File: config.mk
export PLATFORM = sky130hd
export DESIGN_NAME = ldu_interlock
export DESIGN_NICKNAME = d
export VERILOG_FILES = /design/src/rtl/ldu_pkg.sv /design/src/rtl/ldu_src_cmp.sv /design/src/rtl/ldu_stall_ctl.sv /design/src/rtl/ldu_interlock.sv
export SDC_FILE = /design/constraint.sdc
export NUM_CORES = 1
export LEC_CHECK = 0
export BUFFER_PORTS_ARGS = -buffer_cell sky130_fd_sc_hd__buf_2
export CAP_MARGIN = 20
export CORE_AREA = 2 2 39 41
export DETAILED_ROUTE_END_ITERATION = 16
export DIE_AREA = 0 0 41 43
export GPL_ROUTABILITY_DRIVEN = 0
export PLACE_DENSITY_LB_ADDON = 0.08
export SETUP_SLACK_MARGIN = 0.02
export SLEW_MARGIN = 30
export SYNTH_ARGS = -nofsm -noshare
export SYNTH_HDL_FRONTEND = slang
export SYNTH_SLANG_ARGS = --single-unit
File: constraint.sdc
create_clock -name vclk -period 1.16
set_input_delay 0.058 -clock vclk [all_inputs]
set_output_delay 0.058 -clock vclk [all_outputs]
set_load 0.03 [all_outputs]
File: src/rtl/ldu_pkg.sv
package ldu_pkg;
  localparam int unsigned NUM_SRC = 2;
  localparam int unsigned SRC_RS  = 0;
  localparam int unsigned SRC_RT  = 1;
endpackage

File: src/rtl/ldu_src_cmp.sv
module ldu_src_cmp #(
  parameter int unsigned AW = 5
) (
  input  logic [AW-1:0] src_i,
  input  logic          src_rd_i,
  input  logic          late_ok_i,   // value first needed in memory stage
  input  logic [AW-1:0] prod_rd_i,
  input  logic          prod_live_i,
  output logic          hit_o
);
  logic nonzero;
  assign nonzero = |prod_rd_i;
  assign hit_o   = prod_live_i & nonzero & src_rd_i & ~late_ok_i & (src_i == prod_rd_i);
endmodule

File: src/rtl/ldu_stall_ctl.sv
module ldu_stall_ctl #(
  parameter int unsigned NSRC = 2
) (
  input  logic [NSRC-1:0] hit_i,
  output logic            pc_we_o,
  output logic            fd_we_o,
  output logic            bubble_o
);
  logic stall;
  assign stall    = |hit_i;
  assign pc_we_o  = ~stall;
  assign fd_we_o  = ~stall;
  assign bubble_o = stall;
endmodule

File: src/rtl/ldu_interlock.sv
module ldu_interlock #(
  parameter int unsigned AW = 5
) (
  input  logic          clk_i,
  input  logic          rst_ni,
  input  logic [AW-1:0] dec_rs_i,
  input  logic [AW-1:0] dec_rt_i,
  input  logic          dec_rs_rd_i,
  input  logic          dec_rt_rd_i,
  input  logic          dec_rt_st_i,
  input  logic [AW-1:0] ex_rd_i,
  input  logic          ex_we_i,
  input  logic          ex_load_i,
  input  logic          ex_valid_i,
  output logic          pc_we_o,
  output logic          fd_we_o,
  output logic          de_bubble_o
);
  import ldu_pkg::*;

  logic                  prod_live;
  logic [AW-1:0]         src   [NUM_SRC];
  logic [NUM_SRC-1:0]    src_rd;
  logic [NUM_SRC-1:0]    late_ok;
  logic [NUM_SRC-1:0]    hit;

  // only a load still in execute leaves a gap forwarding cannot close
  assign prod_live = ex_valid_i & ex_we_i & ex_load_i;

  assign src[SRC_RS]     = dec_rs_i;
  assign src[SRC_RT]     = dec_rt_i;
  assign src_rd[SRC_RS]  = dec_rs_rd_i;
  assign src_rd[SRC_RT]  = dec_rt_rd_i;
  assign late_ok[SRC_RS] = 1'b0;
  assign late_ok[SRC_RT] = dec_rt_st_i;

  for (genvar g = 0; g < NUM_SRC; g++) begin : g_src
    ldu_src_cmp #(.AW(AW)) u_cmp (
      .src_i       (src[g]),
      .src_rd_i    (src_rd[g]),
      .late_ok_i   (late_ok[g]),
      .prod_rd_i   (ex_rd_i),
      .prod_live_i (prod_live),
      .hit_o       (hit[g])
    );
  end

  ldu_stall_ctl #(.NSRC(NUM_SRC)) u_ctl (
    .hit_i    (hit),
    .pc_we_o  (pc_we_o),
    .fd_we_o  (fd_we_o),
    .bubble_o (de_bubble_o)
  );
endmodule

* After elaboration in Yosys (flattened, before gate mapping) *
Index checks and enable logic that the tools add are counted.

word-level totals
  register bits after elaboration = 0
  input port bits = 23
  word-level logic and storage cells = 14

operators by class
  equal/unequal tests = 2
  bitwise logic cells = 10
  reductions and logical operators = 2

operators with widths
  cell              number
  $eq A5 B5 Y1      2
  $and A1 B1 Y1     8
  $reduce_or A5 Y1  1
  $not A1 Y1        2
  $reduce_or A2 Y1  1

* Depth between registers and ports, before layout *
Gate-level depths: netlist of run 1.

  depth in word-level cells = 8
  gate-level depth with buffers = 5
  depth with buffers taken out = 4

* By module *
Synthesis of run 1 repeated with hierarchy kept, for this count alone.

second synthesis, totals
  cells, all modules = 25
  area total of the unflattened synthesis = 172.7 µm²

modules (own cells, without submodules)
  module         times used  cells an instance  area each (µm²)  seq. area each (µm²)
  ldu_src_cmp    2           10                 72.6             0.0
  ldu_stall_ctl  1           3                  17.5             0.0
  ldu_interlock  1           2                  10.0             0.0

* Least setup slack after synthesis of run 1 *
OpenSTA, ideal clock, no wires.

  path type = input -> output
  start = input ex_rd_i[0]
  end = output pc_we_o
  arrival = 1.263 ns
  required time = 1.102 ns
  path slack = -0.161 ns
  stages on the path = 4
  path buffers = 1
  cells stage by stage = or4_1 o2111ai_2 a21o_1 buf_4

between the ends
  longest elaborated chain between the ends = 7

RTL lines
  item                         RTL line             RTL
  start: declaration           ldu_interlock.sv:11  input logic [AW-1:0] ex_rd_i,
  $reduce_or A5 Y1             ldu_src_cmp.sv:12    assign nonzero = |prod_rd_i;
  $and A1 B1 Y1 (4 in series)  ldu_src_cmp.sv:13    assign hit_o = prod_live_i & nonzero & src_rd_i & ~late_ok_i & (src_i == prod_rd_i);
  $reduce_or A2 Y1 *           ldu_stall_ctl.sv:10  assign stall = |hit_i;
  $not A1 Y1 *                 -
  end: declaration             ldu_interlock.sv:15  output logic pc_we_o,

Every way passes the cells marked *; elsewhere a longest branch is shown, timed or not.

* Final worst setup path of run 1 *
  start = input ex_rd_i[3]
  end = output fd_we_o

between the ends
  longest elaborated chain between the ends = 7

RTL lines
  item                         RTL line             RTL
  $reduce_or A5 Y1             ldu_src_cmp.sv:12
  $and A1 B1 Y1 (4 in series)  ldu_src_cmp.sv:13
  $reduce_or A2 Y1 *           ldu_stall_ctl.sv:10
  $not A1 Y1 *                 ldu_stall_ctl.sv:12  assign fd_we_o = ~stall;
  end: declaration             ldu_interlock.sv:16  output logic fd_we_o,

Marks and branches as above.

==> results.sh, run 1 <==
export IMPL_status="complete, but fails checks"
export IMPL_violations="setup timing"
export IMPL_postCtsHoldBufs=0
export IMPL_placementRows=14
export IMPL_max_freq_mhz=807
export IMPL_max_cap_viol_count=0
export IMPL_die_area_mm2=0.00176
export IMPL_die_w_um=41
export IMPL_number_of_remaining_drc_errors=0
export IMPL_numPlacedInstances=60
export IMPL_ir_worst_vdd_mv=0.0613
export IMPL_crit_path_end_kind="output pin"
export IMPL_initial_utilization_pct=11.3
export IMPL_placeableCoreArea_mm2=0.00138
export IMPL_nClkBuffers=0
export IMPL_multi_input_comb_area_um2=189
export IMPL_ant_nets=0
export IMPL_mappedNetlistNets=42
export IMPL_power_static_leakage_uw=0.000179
export IMPL_synthDistinctLibCells=10
export IMPL_finalWorstSetupSlack_ps=-79.5
export IMPL_final_cell_count_no_fill=61
export IMPL_globalRoute_totalOverflow=0
export IMPL_num_fill_cells=156
export IMPL_power_per_cell_area_mw_per_mm2=280
export IMPL_report_final_setup_viol=3
export IMPL_wl_per_cell_um=10.2
export IMPL_placed_wire_length_estimate_um=507
export IMPL_boundaryPins=26
export IMPL_hold_slack_ps=464
export IMPL_final_slew_viol_count=0
export IMPL_final_period_minus_worst_setup_slack_ps=1240
export IMPL_drtIter0Drc=0
export IMPL_sequential_cell_area_um2=0
export IMPL_criticalPathCategory="in -> out"
export IMPL_slew_headroom_pct=84.0
export IMPL_rsz_0062_raised_after_global_routing="yes"
export IMPL_detail_route_wirelength_um=620
export IMPL_synthesis_area_per_instance_um2=8.23
export IMPL_syn_inst=19
export IMPL_vias_in_the_first_global_route=223
export IMPL_tightestPinTransition_ps=237
export IMPL_finalHoldViolCount=0
export IMPL_postLayoutCellArea_um2=414
export IMPL_final_setup_tns_ps=-182
export IMPL_insertedDiodeCount=0
export IMPL_routed_via_count=229
export IMPL_buffer_ports_inserted=24
export IMPL_critical_path_arrival_ps=1180
export IMPL_grt_max_degree=4
export IMPL_layout_nets=70
export IMPL_sequential_cell_total=0
export IMPL_antenna_found_initial=0
export IMPL_crit_required_ps=1100
export IMPL_crit_path_start_kind="input pin"
export IMPL_dpl_cell_area_um2=315
export IMPL_post_drt_via_cell_ratio=3.75
export IMPL_syn_cell_area_um2=156
export IMPL_die_boundary_height_um=43
export IMPL_share_of_final_layout_standard_cells_stronger_than_drive_strength_1_pct=73.3
export IMPL_crit_fanout=3
export IMPL_detail_route_first_pass_iterations=1
export IMPL_groute_usage_overall_pct=6.79
export IMPL_grt_pass1_wl_um=862
export IMPL_synth_warnings=0
export IMPL_final_min_period_over_clock_period_pct=107
export IMPL_synth_seq_area_share_pct=0
export IMPL_area_growth_synth_to_final_pct=165
export IMPL_min_path_type="in -> out"
## cell type report
| type | count | share of cell area, % |
|---|---|---|
| multi-input cells | 18 | 45.6 |
| repair buffers | 27 | 49.5 |
| well taps | 16 | 4.83 |
## cell usage in the layout (no fill, tap or decap)
cell type,count
sky130_fd_sc_hd__xnor2_1,2
sky130_fd_sc_hd__nand3_1,1
sky130_fd_sc_hd__a21oi_2,1
sky130_fd_sc_hd__buf_8,1
sky130_fd_sc_hd__nand4b_1,1
sky130_fd_sc_hd__buf_6,8
sky130_fd_sc_hd__buf_2,14
sky130_fd_sc_hd__nor4_1,1
sky130_fd_sc_hd__a21o_4,1
sky130_fd_sc_hd__xor2_2,1
sky130_fd_sc_hd__or4_4,1
sky130_fd_sc_hd__o2111ai_4,1
sky130_fd_sc_hd__nor4_2,1
sky130_fd_sc_hd__buf_4,4
sky130_fd_sc_hd__xor2_1,7
## where the power goes
group	internal (uW)	leakage (uW)	switching (uW)	total, uW
Sequential	0	0	0	0
Clock	0	0	0	0
Combinational	71.0	0.000179	44.9	116
## per-stage QoR
stage | power, uW | setup WS (ps) | utilization, %
final | 116 | -79.5 | 29.9
after global routing | 125 | -157 | 29.9
after floorplan | 31.9 | -39.5 | -
after CTS | 103 | -77.4 | 27.2
after global placement | 85.3 | -167 | 22.8
after detailed placement | 86.3 | -157 | 22.8
## synth_stat cells, drive strengths merged
master,number,share of area [%]
a21o,1,4.8
a21oi,1,3.2
buf,1,4.8
nand3,1,3.2
nand4b,1,5.6
nor4,2,8.0
o2111ai,1,9.6
or4,1,4.8
xnor2,2,11
xor2,8,45
## cell families (layout without fill, tap and decap cells)
family	Yosys count	after routing	synth area share, %
xor+xnor	10	10	56.0
simple gates	5	5	21.6
compound gates	3	3	17.6
buf+inv	1	27	4.80
## metal layers
layer	wire, um	GRT usage [%]	vias to the layer above	part of all wire, %
met2	338	13.4	11	55
met4	0	0	0	0
met1	224	7.59	96	36
met3	57	0.524	0	9.2
li1	-	-	122	-
met5	0	0	-	0
## worst max-delay path, cell delays in order
cell and delay [ps]:
sky130_fd_sc_hd__buf_6 100, sky130_fd_sc_hd__or4_4 540, sky130_fd_sc_hd__o2111ai_4 230, sky130_fd_sc_hd__a21o_4 130, sky130_fd_sc_hd__buf_6 120
## worst paths after layout
check / start / end / depth (start not counted) / slack [ps]
setup / recovery: ex_rd_i[3] / fd_we_o / 5 / -80
hold / removal: ex_load_i / de_bubble_o / 4 / 460
## timing repair
action / 4_1_cts / 5_1_grt
pin swaps: 8 / 2
gates resized for setup: 15 / 6
setup buffers: 0 / 1
setup endpoints to repair: 3 / 3
Note: power is estimated with default switching activity, not from simulation.
==> run 2, diff against run 1 <==
==> constraint.sdc (replaced) <==
create_clock -name vclk -period 1.16
set_input_delay 0.058 -clock vclk [all_inputs]
set_output_delay 0.058 -clock vclk [all_outputs]
set_load 0.01 [all_outputs]
==> results.sh, run 2 (synthesis results as in run 1) <==
export IMPL_cp_num_buf_inv=2
export IMPL_crit_required_ps=1100
export IMPL_rsz_0062_raised_after_global_routing="yes"
export IMPL_design_power_total_uw=106
export IMPL_detail_route_first_pass_iterations=2
export IMPL_violations="setup timing"
export IMPL_max_cap_viol_count=0
export IMPL_crit_path_start="ex_rd_i[3]"
export IMPL_power_per_cell_area_mw_per_mm2=293
export IMPL_ir_worst_vdd_mv=0.108
export IMPL_layout_nets=71
export IMPL_crit_fanout=3
export IMPL_max_freq_mhz=846
export IMPL_share_clk_of_total_power_pct=0
export IMPL_die_area_mm2=0.00176
export IMPL_final_cell_count_no_fill=62
export IMPL_final_setup_tns_ps=-43.4
export IMPL_path_delay_family="simple AND/OR/NAND/NOR gates"
export IMPL_tightestPinTransition_ps=254
export IMPL_finalHoldViolCount=0
export IMPL_number_of_remaining_drc_errors=0
export IMPL_post_drt_via_cell_ratio=3.69
export IMPL_place_ws_ps=-103
export IMPL_report_final_setup_viol=2
export IMPL_detail_route_wirelength_um=575
export IMPL_groute_usage_overall_pct=6.49
export IMPL_buffer_ports_inserted=24
export IMPL_intPower_uw=63.3
export IMPL_placementRows=14
export IMPL_slew_headroom_pct=82.9
export IMPL_crit_path_end_kind="output pin"
export IMPL_hold_start="ex_load_i"
export IMPL_finalWorstSetupSlack_ps=-22.0
export IMPL_critical_path_arrival_ps=1120
export IMPL_slowest_stage="sky130_fd_sc_hd__or4_4"
export IMPL_vias_in_the_first_global_route=215
export IMPL_wl_per_cell_um=9.27
export IMPL_crit_path_start_kind="input pin"
export IMPL_drtIter0Drc=4
export IMPL_final_min_period_over_clock_period_pct=102
export IMPL_netSwitchingPower_uw=42.5
export IMPL_final_period_minus_worst_setup_slack_ps=1180
export IMPL_cts_setup_buffers=0
export IMPL_antenna_found_initial=0
export IMPL_status="complete, but fails checks"
export IMPL_routed_via_count=229
export IMPL_power_frac_seq_pct=0
export IMPL_crit_end="pc_we_o"
export IMPL_insertedDiodeCount=0
export IMPL_initial_utilization_pct=11.3
export IMPL_grt_max_degree=4
export IMPL_power_frac_comb_pct=100.0
export IMPL_final_slew_viol_count=0
export IMPL_placeableCoreArea_mm2=0.00138
export IMPL_nClkBuffers=0
export IMPL_area_growth_synth_to_final_pct=131
export IMPL_share_of_final_layout_standard_cells_stronger_than_drive_strength_1_pct=71.7
export IMPL_die_boundary_height_um=43
export IMPL_leading_cell_type_in_the_layout_fill_and_taps_excluded="sky130_fd_sc_hd__buf_2"
export IMPL_numPlacedInstances=62
export IMPL_boundaryPins=26
export IMPL_die_w_um=41
export IMPL_most_used_cells_in_the_layout_excluding_fill_and_tap_cells="sky130_fd_sc_hd__buf_2 (21), sky130_fd_sc_hd__xor2_1 (7), sky130_fd_sc_hd__buf_4 (4), sky130_fd_sc_hd__buf_6 (3)"
export IMPL_grt_pass1_wl_um=834
export IMPL_worstPathCellList="buf_6 -> or4_4 -> o2111ai_2 -> a21o_1 -> buf_2"
export IMPL_sequential_cell_area_um2=0
export IMPL_criticalPathCategory="in -> out"
export IMPL_power_static_leakage_uw=0.000166
export IMPL_power_switching_fraction_pct=40.2
export IMPL_min_path_type="in -> out"
export IMPL_globalRoute_totalOverflow=0
export IMPL_ant_nets=0
export IMPL_cpPeakStageDelay_ps=530
export IMPL_placed_wire_length_estimate_um=501
export IMPL_sequential_cell_total=0
export IMPL_postCtsHoldBufs=0
export IMPL_cp_num_cells=5
[run 2: cell count changes in the layout (fill, tap and decap cells not counted), sizes merged]
cell  delta
buf      +1
[run 2: worst min path at each step]
| stage | to | cells after the start |
|---|---|---|
| 5_1_grt | de_bubble_o | 4 |
| 6_report | de_bubble_o | 4 |
| 2_1_floorplan | de_bubble_o | 2 |
| 3_5_place_dp | de_bubble_o | 4 |
| 3_3_place_gp | de_bubble_o | 4 |
| 4_1_cts | de_bubble_o | 4 |
[run 2: layout make-up]
cell class / count / area (um2)
Timing Repair Buffer: 28 / 169
Multi-Input combinational cell: 18 / 173
Fill cell: 155 / 1020
Tap cell: 16 / 20.0
[run 2: power by group through the flow]
stage          logic (uW)  registers, uW  clock network [uW]
2_1_floorplan        30.2              0                   0
3_3_place_gp         88.2              0                   0
3_5_place_dp         89.8              0                   0
4_1_cts               103              0                   0
5_1_grt               114              0                   0
6_report              106              0                   0
[run 2: stage by stage]
stage / utilization, % / hold slack, ps / area (um2)
6_report: 26.1 / 449 / 362
5_1_grt: 26.1 / 463 / 362
4_1_cts: 25.1 / 454 / 348
3_5_place_dp: 23.1 / 453 / 319
3_3_place_gp: 23.1 / 446 / 319
2_1_floorplan: - / 226 / 156
[run 2: per-layer routing]
layer  up-vias  share of wire [%]  global-route usage, %
met5         -                  0                      0
met1        91                 45                   8.86
li1        123                  -                      -
met2        15                 43                   11.6
met3         0                 11                      0
met4         0                  0                      0
[run 2: tightest hold or removal path: cells and delay by family]
| family | cells | cell delay [ps] |
|---|---|---|
| AOI/OAI and AO/OA | 2 | 100 |
| buffers and inverters | 2 | 230 |
[run 2: what timing repair did]
| item | in CTS | in global routing |
|---|---|---|
| pin swaps | 5 | 3 |
| setup endpoints to repair | 3 | 3 |
| gates resized for setup | 6 | 3 |
==> run 3, diff against run 2 <==
Settings changed: SKIP_LAST_GASP set to 1.
==> results.sh, run 3 (synthesis results as in run 1) <==
export IMPL_slowest_stage="sky130_fd_sc_hd__or4_4"
export IMPL_report_final_setup_viol=2
export IMPL_die_area_mm2=0.00176
export IMPL_finalWorstSetupSlack_ps=-22.0
export IMPL_multi_input_comb_area_um2=173
export IMPL_worstPathCellList="buf_6 -> or4_4 -> o2111ai_2 -> a21o_1 -> buf_2"
export IMPL_layout_nets=71
export IMPL_status="complete, but fails checks"
export IMPL_critical_path_arrival_ps=1120
export IMPL_max_cap_viol_count=0
export IMPL_globalRoute_totalOverflow=0
export IMPL_ir_worst_vdd_mv=0.108
export IMPL_final_period_minus_worst_setup_slack_ps=1180
export IMPL_final_slew_viol_count=0
export IMPL_drtIter0Drc=4
export IMPL_worst_hold_path_num_cells=4
export IMPL_sequential_cell_total=0
export IMPL_grt_max_degree=4
export IMPL_detail_route_first_pass_iterations=2
export IMPL_routed_via_count=229
export IMPL_post_drt_via_cell_ratio=3.69
export IMPL_num_fill_cells=155
export IMPL_numPlacedInstances=62
export IMPL_tightestPinTransition_ps=254
export IMPL_detail_route_wirelength_um=575
export IMPL_leading_cell_type_in_the_layout_fill_and_taps_excluded="sky130_fd_sc_hd__buf_2"
export IMPL_ant_nets=0
export IMPL_postCtsHoldBufs=0
export IMPL_most_used_cells_in_the_layout_excluding_fill_and_tap_cells="sky130_fd_sc_hd__buf_2 (21), sky130_fd_sc_hd__xor2_1 (7), sky130_fd_sc_hd__buf_4 (4), sky130_fd_sc_hd__buf_6 (3)"
export IMPL_initial_utilization_pct=11.3
export IMPL_slew_headroom_pct=82.9
export IMPL_area_growth_synth_to_final_pct=131
export IMPL_placed_wire_length_estimate_um=501
export IMPL_antenna_found_initial=0
export IMPL_boundaryPins=26
export IMPL_crit_fanout=3
export IMPL_share_of_final_layout_standard_cells_stronger_than_drive_strength_1_pct=71.7
export IMPL_placementRows=14
export IMPL_final_min_period_over_clock_period_pct=102
export IMPL_power_per_cell_area_mw_per_mm2=293
export IMPL_groute_usage_overall_pct=6.49
export IMPL_cpPeakStageDelay_ps=530
export IMPL_insertedDiodeCount=0
export IMPL_sequential_cell_area_um2=0
export IMPL_min_path_type="in -> out"
export IMPL_power_static_leakage_uw=0.000166
export IMPL_final_setup_tns_ps=-43.4
export IMPL_violations="setup timing"
export IMPL_nClkBuffers=0
export IMPL_buffer_ports_inserted=24
export IMPL_cts_setup_buffers=0
export IMPL_place_ws_ps=-103
export IMPL_crit_path_start_kind="input pin"
export IMPL_die_boundary_height_um=43
export IMPL_rsz_0062_raised_after_global_routing="yes"
export IMPL_finalHoldViolCount=0
export IMPL_crit_required_ps=1100
export IMPL_vias_in_the_first_global_route=215
export IMPL_crit_path_end_kind="output pin"
export IMPL_final_cell_count_no_fill=62
export IMPL_criticalPathCategory="in -> out"
export IMPL_number_of_remaining_drc_errors=0
export IMPL_max_freq_mhz=846
export IMPL_grt_pass1_wl_um=834
export IMPL_placeableCoreArea_mm2=0.00138
export IMPL_wl_per_cell_um=9.27
export IMPL_die_w_um=41
[run 3: final timing paths]
| check | startpoint | to | slack (ps) |
|---|---|---|---|
| setup / recovery | ex_rd_i[3] | pc_we_o | -20 |
| hold / removal | ex_load_i | de_bubble_o | 450 |
[run 3: power by group]
group | switching, uW | internal (uW)
logic | 42.5 | 63.3
clock network | 0 | 0
registers | 0 | 0
total | 42.5 | 63.3
[run 3: metrics by stage]
stage / hold WS, ps / util, % / total power [uW] / area (um2)
3_5_place_dp: 453 / 23.1 / 89.8 / 319
4_1_cts: 454 / 25.1 / 103 / 348
6_report: 449 / 26.1 / 106 / 362
3_3_place_gp: 446 / 23.1 / 88.2 / 319
5_1_grt: 463 / 26.1 / 114 / 362
2_1_floorplan: 226 / - / 30.2 / 156
[run 3: worst max-delay path: cells and delay by family]
kind	cells	cell delay, ps
AO/OA/AOI/OAI	2	320
AND/OR/NAND/NOR	1	530
buffers and inverters	2	220
[run 3: per-layer routing]
| metal | global-route usage, % | up-vias | routed length (um) |
|---|---|---|---|
| met2 | 11.6 | 15 | 248 |
| li1 | - | 123 | - |
| met1 | 8.86 | 91 | 261 |
| met3 | 0 | 0 | 65 |
| met4 | 0 | 0 | 0 |
| met5 | 0 | - | 0 |
[run 3: repair_timing]
action                                  CTS  global route
pin swaps                                 5             3
gates resized for setup                   6             3
cloned                                    0             0
endpoints found under the setup margin    3             3
[run 3: final cells by class]
class | count | share of cell area (%)
Tap cell | 16 | 5.54
Multi-Input combinational cell | 18 | 47.8
Timing Repair Buffer | 28 | 46.7
